**config.mk**
```make
export PLATFORM = sky130hd
export DESIGN_NAME = dshl_unit
export DESIGN_NICKNAME = d
export VERILOG_FILES = /design/src/rtl/dshl_pkg.sv /design/src/rtl/dshl_rotator.sv /design/src/rtl/dshl_mask_gen.sv /design/src/rtl/dshl_cr_gen.sv /design/src/rtl/dshl_unit.sv
export SDC_FILE = /design/constraint.sdc
export NUM_CORES = 1
export LEC_CHECK = 0
export BUFFER_PORTS_ARGS = -buffer_cell sky130_fd_sc_hd__buf_2
export CAP_MARGIN = 30
export CORE_UTILIZATION = 30
export CTS_CLUSTER_DIAMETER = 30
export CTS_CLUSTER_SIZE = 30
export DETAILED_ROUTE_END_ITERATION = 7
export GPL_ROUTABILITY_DRIVEN = 0
export PLACE_DENSITY = 0.5
export SLEW_MARGIN = 0
export SYNTH_ARGS = -nofsm -noshare
export SYNTH_HDL_FRONTEND = slang
export SYNTH_SLANG_ARGS = --single-unit
```
**constraint.sdc**
```tcl
create_clock -name clk -period 3.7 [get_ports clk]
set_input_delay 0.555 -clock clk [delete_from_list [all_inputs] [get_ports clk]]
set_output_delay 0.555 -clock clk [all_outputs]
set_load 0.005 [all_outputs]
```
**src/rtl/dshl_pkg.sv**
```systemverilog
// Package: shared widths and the condition-field layout for the
// double-shift left unit. Assumes a power-of-two word width.
package dshl_pkg;

    // Condition field produced in record form; bit order is fixed
    // because the consumer decodes it as {neg, pos, zero, ovf}.
    typedef struct packed {
        logic neg;
        logic pos;
        logic zero;
        logic ovf;
    } dshl_cr_t;

    localparam int CR_W = $bits(dshl_cr_t);

endpackage

```
**src/rtl/dshl_rotator.sv**
```systemverilog
// Module: logarithmic left rotator.
// Rotates data_i left by n_i positions in SHW stages, where stage s
// rotates by 2**s when n_i[s] is set. Assumes W == 2**SHW.
module dshl_rotator #(
    parameter int W   = 64,
    parameter int SHW = $clog2(W)
) (
    input  logic [W-1:0]   data_i,
    input  logic [SHW-1:0] n_i,
    output logic [W-1:0]   rot_o
);

    logic [W-1:0] stage [SHW+1];

    assign stage[0] = data_i;

    // One conditional power-of-two rotate per bit of the count.
    for (genvar s = 0; s < SHW; s++) begin : g_stage
        localparam int STEP = 1 << s;
        assign stage[s+1] = n_i[s]
            ? {stage[s][W-STEP-1:0], stage[s][W-1:W-STEP]}
            : stage[s];
    end

    assign rot_o = stage[SHW];

endmodule

```
**src/rtl/dshl_mask_gen.sv**
```systemverilog
// Module: keep-mask generator.
// Produces a mask with ones in the upper W-n positions and zeros in
// the lowest n positions. Assumes n_i < W.
module dshl_mask_gen #(
    parameter int W   = 64,
    parameter int SHW = $clog2(W)
) (
    input  logic [SHW-1:0] n_i,
    output logic [W-1:0]   mask_o
);

    // Each bit is kept when its index is at least the shift count.
    for (genvar i = 0; i < W; i++) begin : g_bit
        assign mask_o[i] = (n_i <= SHW'(i));
    end

endmodule

```
**src/rtl/dshl_cr_gen.sv**
```systemverilog
// Module: condition-field builder.
// Classifies the primary result as a signed value and appends the
// overflow flag; outputs all zero when record form is off.
module dshl_cr_gen #(
    parameter int W = 64
) (
    input  logic [W-1:0]       res_i,
    input  logic               ovf_i,
    input  logic               rec_i,
    output dshl_pkg::dshl_cr_t cr_o,
    output logic               cr_we_o
);

    logic is_neg;
    logic is_zero;

    assign is_neg  = res_i[W-1];
    assign is_zero = (res_i == '0);

    // Build the field only in record form; zero it otherwise.
    always_comb begin
        cr_o    = '0;
        cr_we_o = rec_i;
        if (rec_i) begin
            cr_o.neg  = is_neg;
            cr_o.pos  = !is_neg && !is_zero;
            cr_o.zero = is_zero;
            cr_o.ovf  = ovf_i;
        end
    end

endmodule

```
**src/rtl/dshl_unit.sv**
```systemverilog
// Module: double-shift left datapath unit (top).
// Shifts src_i left by amt_i[SHW-1:0], fills the vacated low bits from
// fill_i, returns the pushed-out high bits in spill_o and flags a
// nonzero spill. REG_OUT=1 adds one output register stage captured on
// in_valid_i. Assumes W is a power of two.
module dshl_unit #(
    parameter int W       = 64,
    parameter bit REG_OUT = 1'b1
) (
    input  logic         clk,
    input  logic         rst_n,
    input  logic         in_valid_i,
    input  logic [W-1:0] src_i,
    input  logic [W-1:0] amt_i,
    input  logic [W-1:0] fill_i,
    input  logic         rec_i,
    output logic [W-1:0] res_o,
    output logic [W-1:0] spill_o,
    output logic         ovf_o,
    output logic [3:0]   cr_o,
    output logic         cr_we_o,
    output logic         out_valid_o
);

    import dshl_pkg::*;

    localparam int SHW = $clog2(W);

    logic [SHW-1:0] n_c;
    logic [W-1:0]   rot_c;
    logic [W-1:0]   mask_c;
    logic [W-1:0]   res_c;
    logic [W-1:0]   spill_c;
    logic           ovf_c;
    dshl_cr_t       cr_c;
    logic           cr_we_c;
    logic           unused_amt_hi;

    // Only the low count bits take part; the rest are dropped here.
    assign n_c           = amt_i[SHW-1:0];
    assign unused_amt_hi = ^amt_i[W-1:SHW];

    dshl_rotator #(.W(W), .SHW(SHW)) u_rot (
        .data_i (src_i),
        .n_i    (n_c),
        .rot_o  (rot_c)
    );

    dshl_mask_gen #(.W(W), .SHW(SHW)) u_mask (
        .n_i    (n_c),
        .mask_o (mask_c)
    );

    // Split the rotated word: kept part plus fill, and the spill.
    assign res_c   = (rot_c & mask_c) | (fill_i & ~mask_c);
    assign spill_c = rot_c & ~mask_c;
    assign ovf_c   = |spill_c;

    dshl_cr_gen #(.W(W)) u_cr (
        .res_i   (res_c),
        .ovf_i   (ovf_c),
        .rec_i   (rec_i),
        .cr_o    (cr_c),
        .cr_we_o (cr_we_c)
    );

    // zero count leaves the source untouched and spills nothing.
    p_zero_shift_r5: assert property (@(posedge clk) disable iff (!rst_n)
        (n_c == '0) |-> (res_c == src_i && spill_c == '0));

    // the spill never carries bits at or above position n.
    p_spill_low_r3: assert property (@(posedge clk) disable iff (!rst_n)
        (spill_c >> n_c) == '0);

    if (REG_OUT) begin : g_reg
        logic [W-1:0] res_q;
        logic [W-1:0] spill_q;
        logic         ovf_q;
        dshl_cr_t     cr_q;
        logic         cr_we_q;
        logic         vld_q;

        // Capture all results on the input strobe; clear on reset.
        always_ff @(posedge clk) begin
            if (!rst_n) begin
                res_q   <= '0;
                spill_q <= '0;
                ovf_q   <= 1'b0;
                cr_q    <= '0;
                cr_we_q <= 1'b0;
                vld_q   <= 1'b0;
            end else begin
                vld_q <= in_valid_i;
                if (in_valid_i) begin
                    res_q   <= res_c;
                    spill_q <= spill_c;
                    ovf_q   <= ovf_c;
                    cr_q    <= cr_c;
                    cr_we_q <= cr_we_c;
                end
            end
        end

        assign res_o       = res_q;
        assign spill_o     = spill_q;
        assign ovf_o       = ovf_q;
        assign cr_o        = cr_q;
        assign cr_we_o     = cr_we_q;
        assign out_valid_o = vld_q;

        // a strobe yields output valid one cycle later.
        p_valid_next_r8: assert property (@(posedge clk) disable iff (!rst_n)
            in_valid_i |=> out_valid_o);

        // without a strobe the data outputs hold.
        p_hold_r8: assert property (@(posedge clk) disable iff (!rst_n)
            !in_valid_i |=> ($stable(res_o) && $stable(spill_o) && !out_valid_o));

        // registered overflow agrees with the registered spill.
        p_no_overflow_r4: assert property (@(posedge clk) disable iff (!rst_n)
            ovf_o == (spill_o != '0));

        // in record form exactly one of neg/pos/zero is set.
        p_cr_class_r6: assert property (@(posedge clk) disable iff (!rst_n)
            cr_we_o |-> ($countones(cr_o[3:1]) == 1 && cr_o[0] == ovf_o));

        // no write-enable means an all-zero field.
        p_cr_quiet_r7: assert property (@(posedge clk) disable iff (!rst_n)
            !cr_we_o |-> (cr_o == 4'b0000));
    end else begin : g_comb
        logic unused_clk;

        assign unused_clk  = clk ^ rst_n;
        assign res_o       = res_c;
        assign spill_o     = spill_c;
        assign ovf_o       = ovf_c;
        assign cr_o        = cr_c;
        assign cr_we_o     = cr_we_c;
        assign out_valid_o = in_valid_i;
    end

endmodule

```
* Yosys cells after proc, flatten, opt, wreduce, memory -nomap -nowiden
Index checks and enable logic that the tools add are counted.
** Word-level totals
- Register bits :: 135
- Bits of input ports :: 196
- Word-level logic and storage cells :: 90
- Output and inout port bits :: 135
** Cells by class
- Bitwise operators :: 5
- Order comparisons :: 64
- Mux-type cells :: 7
- Reductions and logical operators :: 5
** Operator list (count)
- two-way mux 64 bit :: 6
- bitwise AND 64 bit :: 3
- less-or-equal comparator 6 bit, second input constant :: 32
- less-or-equal comparator 6 x 5 -> 1 bit, second input constant :: 16
- logical NOT 64 bit :: 1
- NOT 64 bit :: 1
- OR 64 bit :: 1
- OR reduction 64 bit :: 1
- less-or-equal comparator 6 x 4 -> 1 bit, second input constant :: 8
- less-or-equal comparator 6 x 3 -> 1 bit, second input constant :: 4
- less-or-equal comparator 6 x 1 -> 1 bit, second input constant :: 2
- less-or-equal comparator 6 x 2 -> 1 bit, second input constant :: 2
- two-way mux 4 bit :: 1
- logical NOT 1 bit :: 2
- logical AND 1 bit :: 1

* Logic depth before layout (Yosys ltp)
Gate-level depths: netlist (run 1).
- Depth in word-level cells :: 12
- Depth in mapped cells :: 16
- Mapped depth without buffers :: 10

* Cells and area by module
Synthesis (run 1) repeated with hierarchy kept, for this count alone.
** Unflattened totals
- Cell total of the unflattened synthesis :: 948
- Area, all modules :: 11702.5 um^2
** By module, submodules not included
- dshl_unit :: seq. area each 2702.6 um^2, times used 1, cells each 584, area an instance 6352.3 um^2
- dshl_rotator :: seq. area each 0.0 um^2, times used 1, cells each 234, area an instance 4609.4 um^2
- dshl_mask_gen :: seq. area each 0.0 um^2, times used 1, cells each 104, area an instance 544.3 um^2
- dshl_cr_gen :: seq. area each 0.0 um^2, times used 1, cells each 26, area an instance 196.4 um^2

* Worst setup path before layout (run 1)
OpenSTA, ideal clock, no wires.
- Kind :: input-to-reg
- Start :: input amt_i[0]
- End :: register g_reg.cr_q (netlist bit cr_o[1])
- Arrival :: 3852 ps
- Buffers on the path :: 4
- Data required time :: 3641 ps
- Stages :: 12
- Slack :: -210 ps
- Library setup time :: 59 ps
- Cell sequence :: clkbuf_1 buf_2 buf_2 buf_1 mux2_2 mux4_2 mux2_2 nor4_1 nand4_1 or4_4 nor4_2 a31o_1
** Between the ends
- Longest elaborated chain between the ends :: 10
- Elaborated cells on any way between the ends :: 76
- Those cells by class :: 64 x order compare; 7 x mux; 4 x bitwise; 1 x reduce/logical
** RTL lines
- start, declared :: line dshl_unit.sv:14 : input logic [W-1:0] amt_i,
- two-way mux 64 bit (6 in a row) :: line dshl_rotator.sv:21 : ? {stage[s][W-STEP-1:0], stage[s][W-1:W-STEP]}
- bitwise AND 64 bit :: line dshl_unit.sv:55 : assign res_c = (rot_c & mask_c) | (fill_i & ~mask_c);
- OR 64 bit (*) :: line dshl_unit.sv:55
- logical NOT 64 bit (*) :: line dshl_cr_gen.sv:18 : assign is_zero = (res_i == '0);
- two-way mux 4 bit (*) :: line dshl_cr_gen.sv:24 : if (rec_i) begin
- end signal, assigned :: line dshl_unit.sv:98 : cr_q <= cr_c;
- end, declared :: line dshl_unit.sv:79 : dshl_cr_t cr_q;
Every way passes the cells marked *; elsewhere a longest branch is shown, timed or not.
A chain may end at the register's enable or synchronous reset.

* Worst setup path in the final report (run 1)
- Start :: input amt_i[1]
- End :: register g_reg.cr_q (netlist bit cr_o[2])
** Between the ends
- Longest elaborated chain between the ends :: 11
- Elaborated cells on any way between the ends :: 78
- Those cells by class :: 64 x order compare; 6 x mux; 4 x bitwise; 4 x reduce/logical
** RTL lines
- two-way mux 64 bit (5 in a row) :: line dshl_rotator.sv:21
- bitwise AND 64 bit :: line dshl_unit.sv:55
- OR 64 bit (*) :: line dshl_unit.sv:55
- logical NOT 64 bit :: line dshl_cr_gen.sv:18
- logical NOT 1 bit :: line dshl_cr_gen.sv:26 : cr_o.pos = !is_neg && !is_zero;
- logical AND 1 bit (*) :: line dshl_cr_gen.sv:26
- two-way mux 4 bit (*) :: line dshl_cr_gen.sv:24
Marks and branches as above.

==> impl_results.md, run 1 <==
* Async SR Flop Fraction at 0%
* TritonCTS clock tree: built
* Largest net degree at the start of global routing at 73
* Post-Route WL at 63,900 um
* Crit share post-route at 98.6%
* Cells after synthesis at 1,396
* Area grow syn2layout at 49.9%
* Gr busiest metal: met2
* CTS hold repair buffers at 0
* Via count at 14,900
* Max Cap Viol at 0
* First-pass DRT Iterations at 7
* I/O Buffers at 271
* Die height at 202 um
* CP Max Fanout at 8
* Clock Pin Slew Worst Setup and Hold Paths at 60 ps
* Min-Delay Path Class: primary input to flip-flop
* Vias in the first global route at 14,000
* Root buffer cell: clkbuf_16
* Critical Path End Type: flip-flop
* Skew-Pair Late Insertion Delay at 420 ps
* Die Area at 40,700 um^2
* Synth top cells by count: 200 x nor2_1, 135 x dfxtp_1, 133 x mux2i_1
* Antenna violations before repair at 1
* Worst vdd ir at 298 uV
* Max Slew Vio Count at 0
* Met1 Use GR at 41.2%
* Routed Antenna Nets at 0
* Detailed Route Iter0 Violations at 2,006
* Final worst slack at 52.0 ps
* Seq/Total Area, Yosys at 22.6%
* CP peak stage delay at 550 ps
* Tmin final at 3650 ps
* Top FF cell, synth: dfxtp_1
* # DRC at 0
* Initial core utilization at 30.7%
* Fill cells at 3,906
* Met3 Resource Use GR at 6.85%
* Slew of the pin with the lowest slew margin at 836 ps
* First-pass GRT wire length at 92,200 um
* Place WS at -683 ps
* Die width at 202 um
* Wire length per cell at 25.1 um
* Syn_nets at 1,592
* IO Pins at 331
* Post-synth EDFFs at 0
* CP max stage cell: mux4_2
* Largest area contributor in the netlist: dfxtp_1
* GRT Resource Usage Total at 30.7%
* Status: finished, final reports clean
* Endpoints failing hold at 0
* Startpoint types: primary input
* Hpwl dp at 51,800 um
* Grt total ovfl at 0
* Max frequency at 274 MHz
* Fin area at 17,900 um^2
* CTS Buffer Depth at 2
* P per Cell Area at 353 nW/um^2
* Synth warn at 0
* H-tree levels at 4
* Post-Synthesis Cell Area at 12,000 um^2
* Distinct cells, synth at 72
* Ranking of synthesized cells by area: dfxtp_1 23%, mux4_2 18%, mux2i_1 11%
* WP data arrival at 3960 ps
* Final #Nets at 2,213
* Hold slack at 419 ps
* Leak at 8.15 nW
* Core ar. at 39,000 um^2
* Worst path required time at 4010 ps
* Ratio of cells with drive above 1 in the final layout at 47.0%
* Number of setup violations in the final report at 0
* Avg Inst Size Synth at 8.56 um^2
* Class of the most critical setup path: primary input to flip-flop
* Count leader, synth: nor2_1
* FP Rows at 72
* R2r setup slk at 2900 ps
* Area share of the largest cell type after synthesis at 22.6%
* Unrepaired setup endpoints after global routing: false
* CTS buffer count at 17
* Placed Area at 16,900 um^2
* N_diodes at 0
* Met2 Use GR at 47.1%
* Post-DR vias/cell at 5.83
* Worst clock skew at 0 ps
* Clk sinks at 135
* Worst rel slew slack at 43.9%
* Synthesized flop and latch total at 135
* Crit-path cells: buf_16 -> mux4_2 -> mux2_4 -> mux2_4 -> or4_1 -> or4_1 -> nor4_4 -> nand4_1 -> or4_4 -> nor3_2 -> o21ai_1
==> cell type report <==
| class | instances | area [um^2] | share of cell area (%) |
|---|---|---|---|
| clock buffer | 19 | 443 | 2.47 |
| clock inverter | 13 | 195 | 1.09 |
| inverter | 15 | 57.6 | 0.321 |
| multi-input combinational | 1124 | 8850 | 49.4 |
| sequential | 135 | 2700 | 15.1 |
| tap | 518 | 648 | 3.62 |
| timing repair buffer | 724 | 5020 | 28.0 |
==> kinds of logic (layout without fill, tap and decap cells) <==
kind of cell,after synthesis,after routing,synth area share [%]
AO/OA/AOI/OAI,365,365,20.5
flip-flops,135,135,22.6
AND/OR/NAND/NOR,476,476,17.9
multiplexers,283,283,34.2
buffers and inverters,137,771,4.89
==> sequential cells by signal, indices dropped and copies added (netlist names) <==
register and count:
res_o 64, cr_o 4, cr_we_o 1, spill_o 64
ovf_o 1, out_valid_o 1
==> report_power, final <==
part	leakage, nW	internal [mW]	switching, mW	total (mW)
logic	6.74	1.36	1.51	2.87
clock network	0.300	1.15	0.687	1.84
registers	1.11	1.56	0.0580	1.62
==> stage by stage <==
stage / cells / setup TNS (ps) / total power, mW / util (%)
2_1_floorplan: 1396 / 0 / 2.85 / -
3_3_place_gp: 2501 / -2640 / 4.33 / 43.4
3_5_place_dp: 2502 / -2440 / 4.35 / 43.4
4_1_cts: 2534 / 0 / 6.20 / 45.1
5_1_grt: 2548 / 0 / 6.54 / 45.9
6_report: 2548 / 0 / 6.32 / 45.9
==> layer usage <==
| metal | wire length, um | vias to the layer above |
|---|---|---|
| met2 | 28000 | 985 |
| met3 | 6850 | 185 |
| met4 | 3040 | 0 |
| met1 | 26000 | 7084 |
| met5 | 0 | - |
| li1 | - | 6598 |
==> layout by cell type (no fill, tap or decap), drive strengths merged, types with 7 or more instances in the layout <==
cell / count
nor2: 200
a21oi: 86
o22ai: 30
inv: 14
and2: 14
buf: 723
nand3: 34
nor2b: 8
a31oi: 10
o21ai: 69
a22oi: 13
nor3: 27
a221oi: 7
nor4: 8
mux4: 94
or2: 14
nand2: 127
clkbuf: 20
nand2b: 10
a211oi: 38
dfxtp: 135
o221a: 7
o2bb2ai: 12
nand4: 8
clkinv: 7
mux2: 56
mux2i: 133
o211ai: 16
or4: 8
==> path summary, 6_finish.rpt <==
path | from | end | cells after the start
min | rec_i | cr_we_o$_SDFFE_PN0P_ | 3
max reg2reg | res_o[60]$_SDFFE_PN0P_ | res_o[60]$_SDFFE_PN0P_ | 2
max | amt_i[1] | cr_o[2]$_SDFFE_PN0P_ | 11
min reg2reg | cr_we_o$_SDFFE_PN0P_ | cr_we_o$_SDFFE_PN0P_ | 2
==> critical path: cells and delay by family <==
kind | cells | cell delay (ps)
compound gates | 1 | 80
simple gates | 6 | 2020
buf+inv | 1 | 130
mux | 3 | 1150
==> what timing repair did <==
item / in CTS / in global routing
resized for setup: 8 / 37
setup buffers: 0 / 13
cloned: 0 / 1
setup endpoints to repair: 4 / 4
pin swaps: 0 / 5
No activity file was read; power rests on OpenSTA's default activity.
==> run 2, diff against run 1 <==
--- a/config.mk
+++ b/config.mk
@@ -8,6 +8,7 @@
 export BUFFER_PORTS_ARGS = -buffer_cell sky130_fd_sc_hd__buf_2
 export CAP_MARGIN = 30
 export CORE_UTILIZATION = 30
+export CTS_BUF_LIST = sky130_fd_sc_hd__clkbuf_16
 export CTS_CLUSTER_DIAMETER = 30
 export CTS_CLUSTER_SIZE = 30
 export DETAILED_ROUTE_END_ITERATION = 7
==> impl_results.md, run 2 (synthesis results as in run 1) <==
* Hpwl dp at 51,800 um (unchanged)
* Die height at 202 um (unchanged)
* Worst clock skew at 0 ps (unchanged)
* Wire length per cell at 25.2 um (was 25.1 um)
* Tot Pwr at 6.30 mW (was 6.32 mW)
* Clock Pin Slew Worst Setup and Hold Paths at 60 ps (about the same)
* P per Cell Area at 352 nW/um^2 (was 353 nW/um^2)
* Core ar. at 39,000 um^2 (unchanged)
* Worst R2R End: res_o[60]$_SDFFE_PN0P_ (unchanged)
* Die width at 202 um (unchanged)
* Leak at 8.15 nW (about the same)
* Final #Nets at 2,212 (was 2,213)
* Reg2reg start: res_o[60]$_SDFFE_PN0P_ (unchanged)
* Seq pwr share at 25.7% (was 25.6%)
* Post-layout util at 45.9% (about the same)
* Pint at 4.04 mW (was 4.07 mW)
* Endpoints failing hold at 0 (unchanged)
* Class of the most critical setup path: primary input to flip-flop (unchanged)
* Largest net degree at the start of global routing at 73 (unchanged)
* Fill cells at 3,906 (unchanged)
* Sw power at 2.25 mW (about the same)
* R2r setup slk at 2900 ps (about the same)
* Unrepaired setup endpoints after global routing: false (unchanged)
* Min-Delay Path Class: primary input to flip-flop (unchanged)
* I/O Buffers at 271 (unchanged)
* Skew-Pair Late Insertion Delay at 420 ps (about the same)
* Worst path required time at 4010 ps (about the same)
* First-pass DRT Iterations at 6 (was 7)
* H-tree levels at 4 (unchanged)
* Hold endpoint: cr_we_o$_SDFFE_PN0P_ (unchanged)
* Max Cap Viol at 0 (unchanged)
* Max Slew Vio Count at 0 (unchanged)
* Multi-input logic area at 8840 um^2 (was 8850 um^2)
* IO Pins at 331 (unchanged)
* CTS hold repair buffers at 0 (unchanged)
* Vias in the first global route at 14,000 (about the same)
* Root buffer cell: clkbuf_16 (unchanged)
* TritonCTS clock tree: built (unchanged)
* Antenna violations before repair at 1 (unchanged)
* Grt total ovfl at 0 (unchanged)
* Slew of the pin with the lowest slew margin at 868 ps (was 836 ps)
* Detailed Route Iter0 Violations at 2,111 (was 2,006)
* Reg2reg path depth at 2 (unchanged)
* HP Start: rec_i (unchanged)
* Seq. cell area at 2700 um^2 (unchanged)
* Initial core utilization at 30.7% (unchanged)
* Crit share post-route at 98.8% (was 98.6%)
* CTS buffer count at 17 (unchanged)
* Worst rel slew slack at 42.1% (was 43.9%)
* FP Rows at 72 (unchanged)
* Commonest non-fill, non-tap cells in the layout: 435 x buf_4, 266 x buf_2, 199 x nor2_1 (was 437 x buf_4, 266 x buf_2, 199 x nor2_1)
* Tmin final at 3650 ps (about the same)
* Post-Route WL at 64,200 um (was 63,900 um)
* Most common cell after layout, fill and taps aside: buf_4 (unchanged)
* WP data arrival at 3970 ps (was 3960 ps)
* Critical Path End Type: flip-flop (unchanged)
* Startpoint types: primary input (unchanged)
* Worst vdd ir at 303 uV (was 298 uV)
* Clk sinks at 135 (unchanged)
* Die Area at 40,700 um^2 (unchanged)
* Post-DR vias/cell at 5.89 (was 5.83)
* Hold path depth at 3 (unchanged)
* Max frequency at 274 MHz (about the same)
* Final worst slack at 45.8 ps (was 52.0 ps)
* Place WS at -683 ps (unchanged)
* GRT Resource Usage Total at 30.7% (unchanged)
* CP Max Fanout at 23 (was 8)
* Routed Antenna Nets at 0 (unchanged)
* Number of setup violations in the final report at 0 (unchanged)
* CTS Buffer Depth at 2 (unchanged)
* # DRC at 0 (unchanged)
* Via count at 15,000 (was 14,900)
* N_diodes at 0 (unchanged)
* Status: finished, final reports clean (unchanged)
* Comb power frac at 45.5% (was 45.3%)
* Ratio of cells with drive above 1 in the final layout at 46.8% (was 47.0%)
* First-pass GRT wire length at 92,100 um (was 92,200 um)
* Clk pwr share at 28.8% (was 29.1%)
* Switching share of power at 35.8% (was 35.6%)
* Area grow syn2layout at 49.8% (was 49.9%)
[run 2: how the worst max path moves through the flow]
stage                   from                   end  slack [ps]  depth (start not counted)
finish              amt_i[3]  cr_o[2]$_SDFFE_PN0P_          50                         12
CTS                 amt_i[1]  cr_o[1]$_SDFFE_PN0P_          30                         11
detailed placement  amt_i[1]  cr_o[2]$_SDFFE_PN0P_        -680                         14
global route        amt_i[3]  cr_o[1]$_SDFFE_PN0P_           5                         12
global placement    amt_i[1]  cr_o[2]$_SDFFE_PN0P_        -740                         14
floorplan           amt_i[2]    ovf_o$_SDFFE_PN0P_           5                         13
[run 2: power groups by stage]
| stage | clock network (mW) | logic (mW) | registers, mW |
|---|---|---|---|
| after floorplan | 0 | 1.20 | 1.65 |
| after global routing | 1.91 | 2.98 | 1.63 |
| after global placement | 0 | 2.69 | 1.64 |
| after CTS | 1.84 | 2.72 | 1.62 |
| after detailed placement | 0 | 2.70 | 1.65 |
| final | 1.81 | 2.87 | 1.62 |
[run 2: worst max-delay path: stages]
cell and delay [ps]:
buf_4 220, buf_12 200, mux4_2 400, mux2_2 320
mux4_2 540, nand2_1 100, nand2_1 80, mux2i_1 190
or4bb_1 530, or4_4 610, nor3_2 130, o21ai_1 90
[run 2: layout make-up]
class	instances	share of cell area (%)
Multi-Input combinational cell	1124	49.4
Timing Repair Buffer	723	28.1
Sequential cell	135	15.1
Tap cell	518	3.62
Clock buffer	17	2.37
Clock inverter	15	1.13
Inverter	15	0.321
[run 2: timing repair]
| action | 4_1_cts | 5_1_grt |
|---|---|---|
| setup endpoints to repair | 4 | 4 |
| buffers inserted | 0 | 11 |
| resized for setup | 8 | 33 |
| pin swaps | 0 | 4 |
| gates cloned | 0 | 2 |
[run 2: per-stage QoR]
| stage | hold slack, ps | cells | area, um^2 | TNS [ps] |
|---|---|---|---|---|
| finish | 415 | 2547 | 17900 | 0 |
| global route | 438 | 2547 | 17900 | 0 |
| CTS | 405 | 2534 | 17600 | 0 |
| detailed placement | 454 | 2502 | 16900 | -2440 |
| global placement | 453 | 2501 | 16900 | -2640 |
| floorplan | 458 | 1396 | 12000 | 0 |
[run 2: metal layers]
metal / track usage (%) / vias up / wire, um
li1: - / 6601 / -
met1: 41.1 / 7163 / 25600
met2: 47.1 / 1048 / 28100
met3: 6.98 / 183 / 7420
met4: 12.9 / 0 / 3040
met5: 0 / - / 0
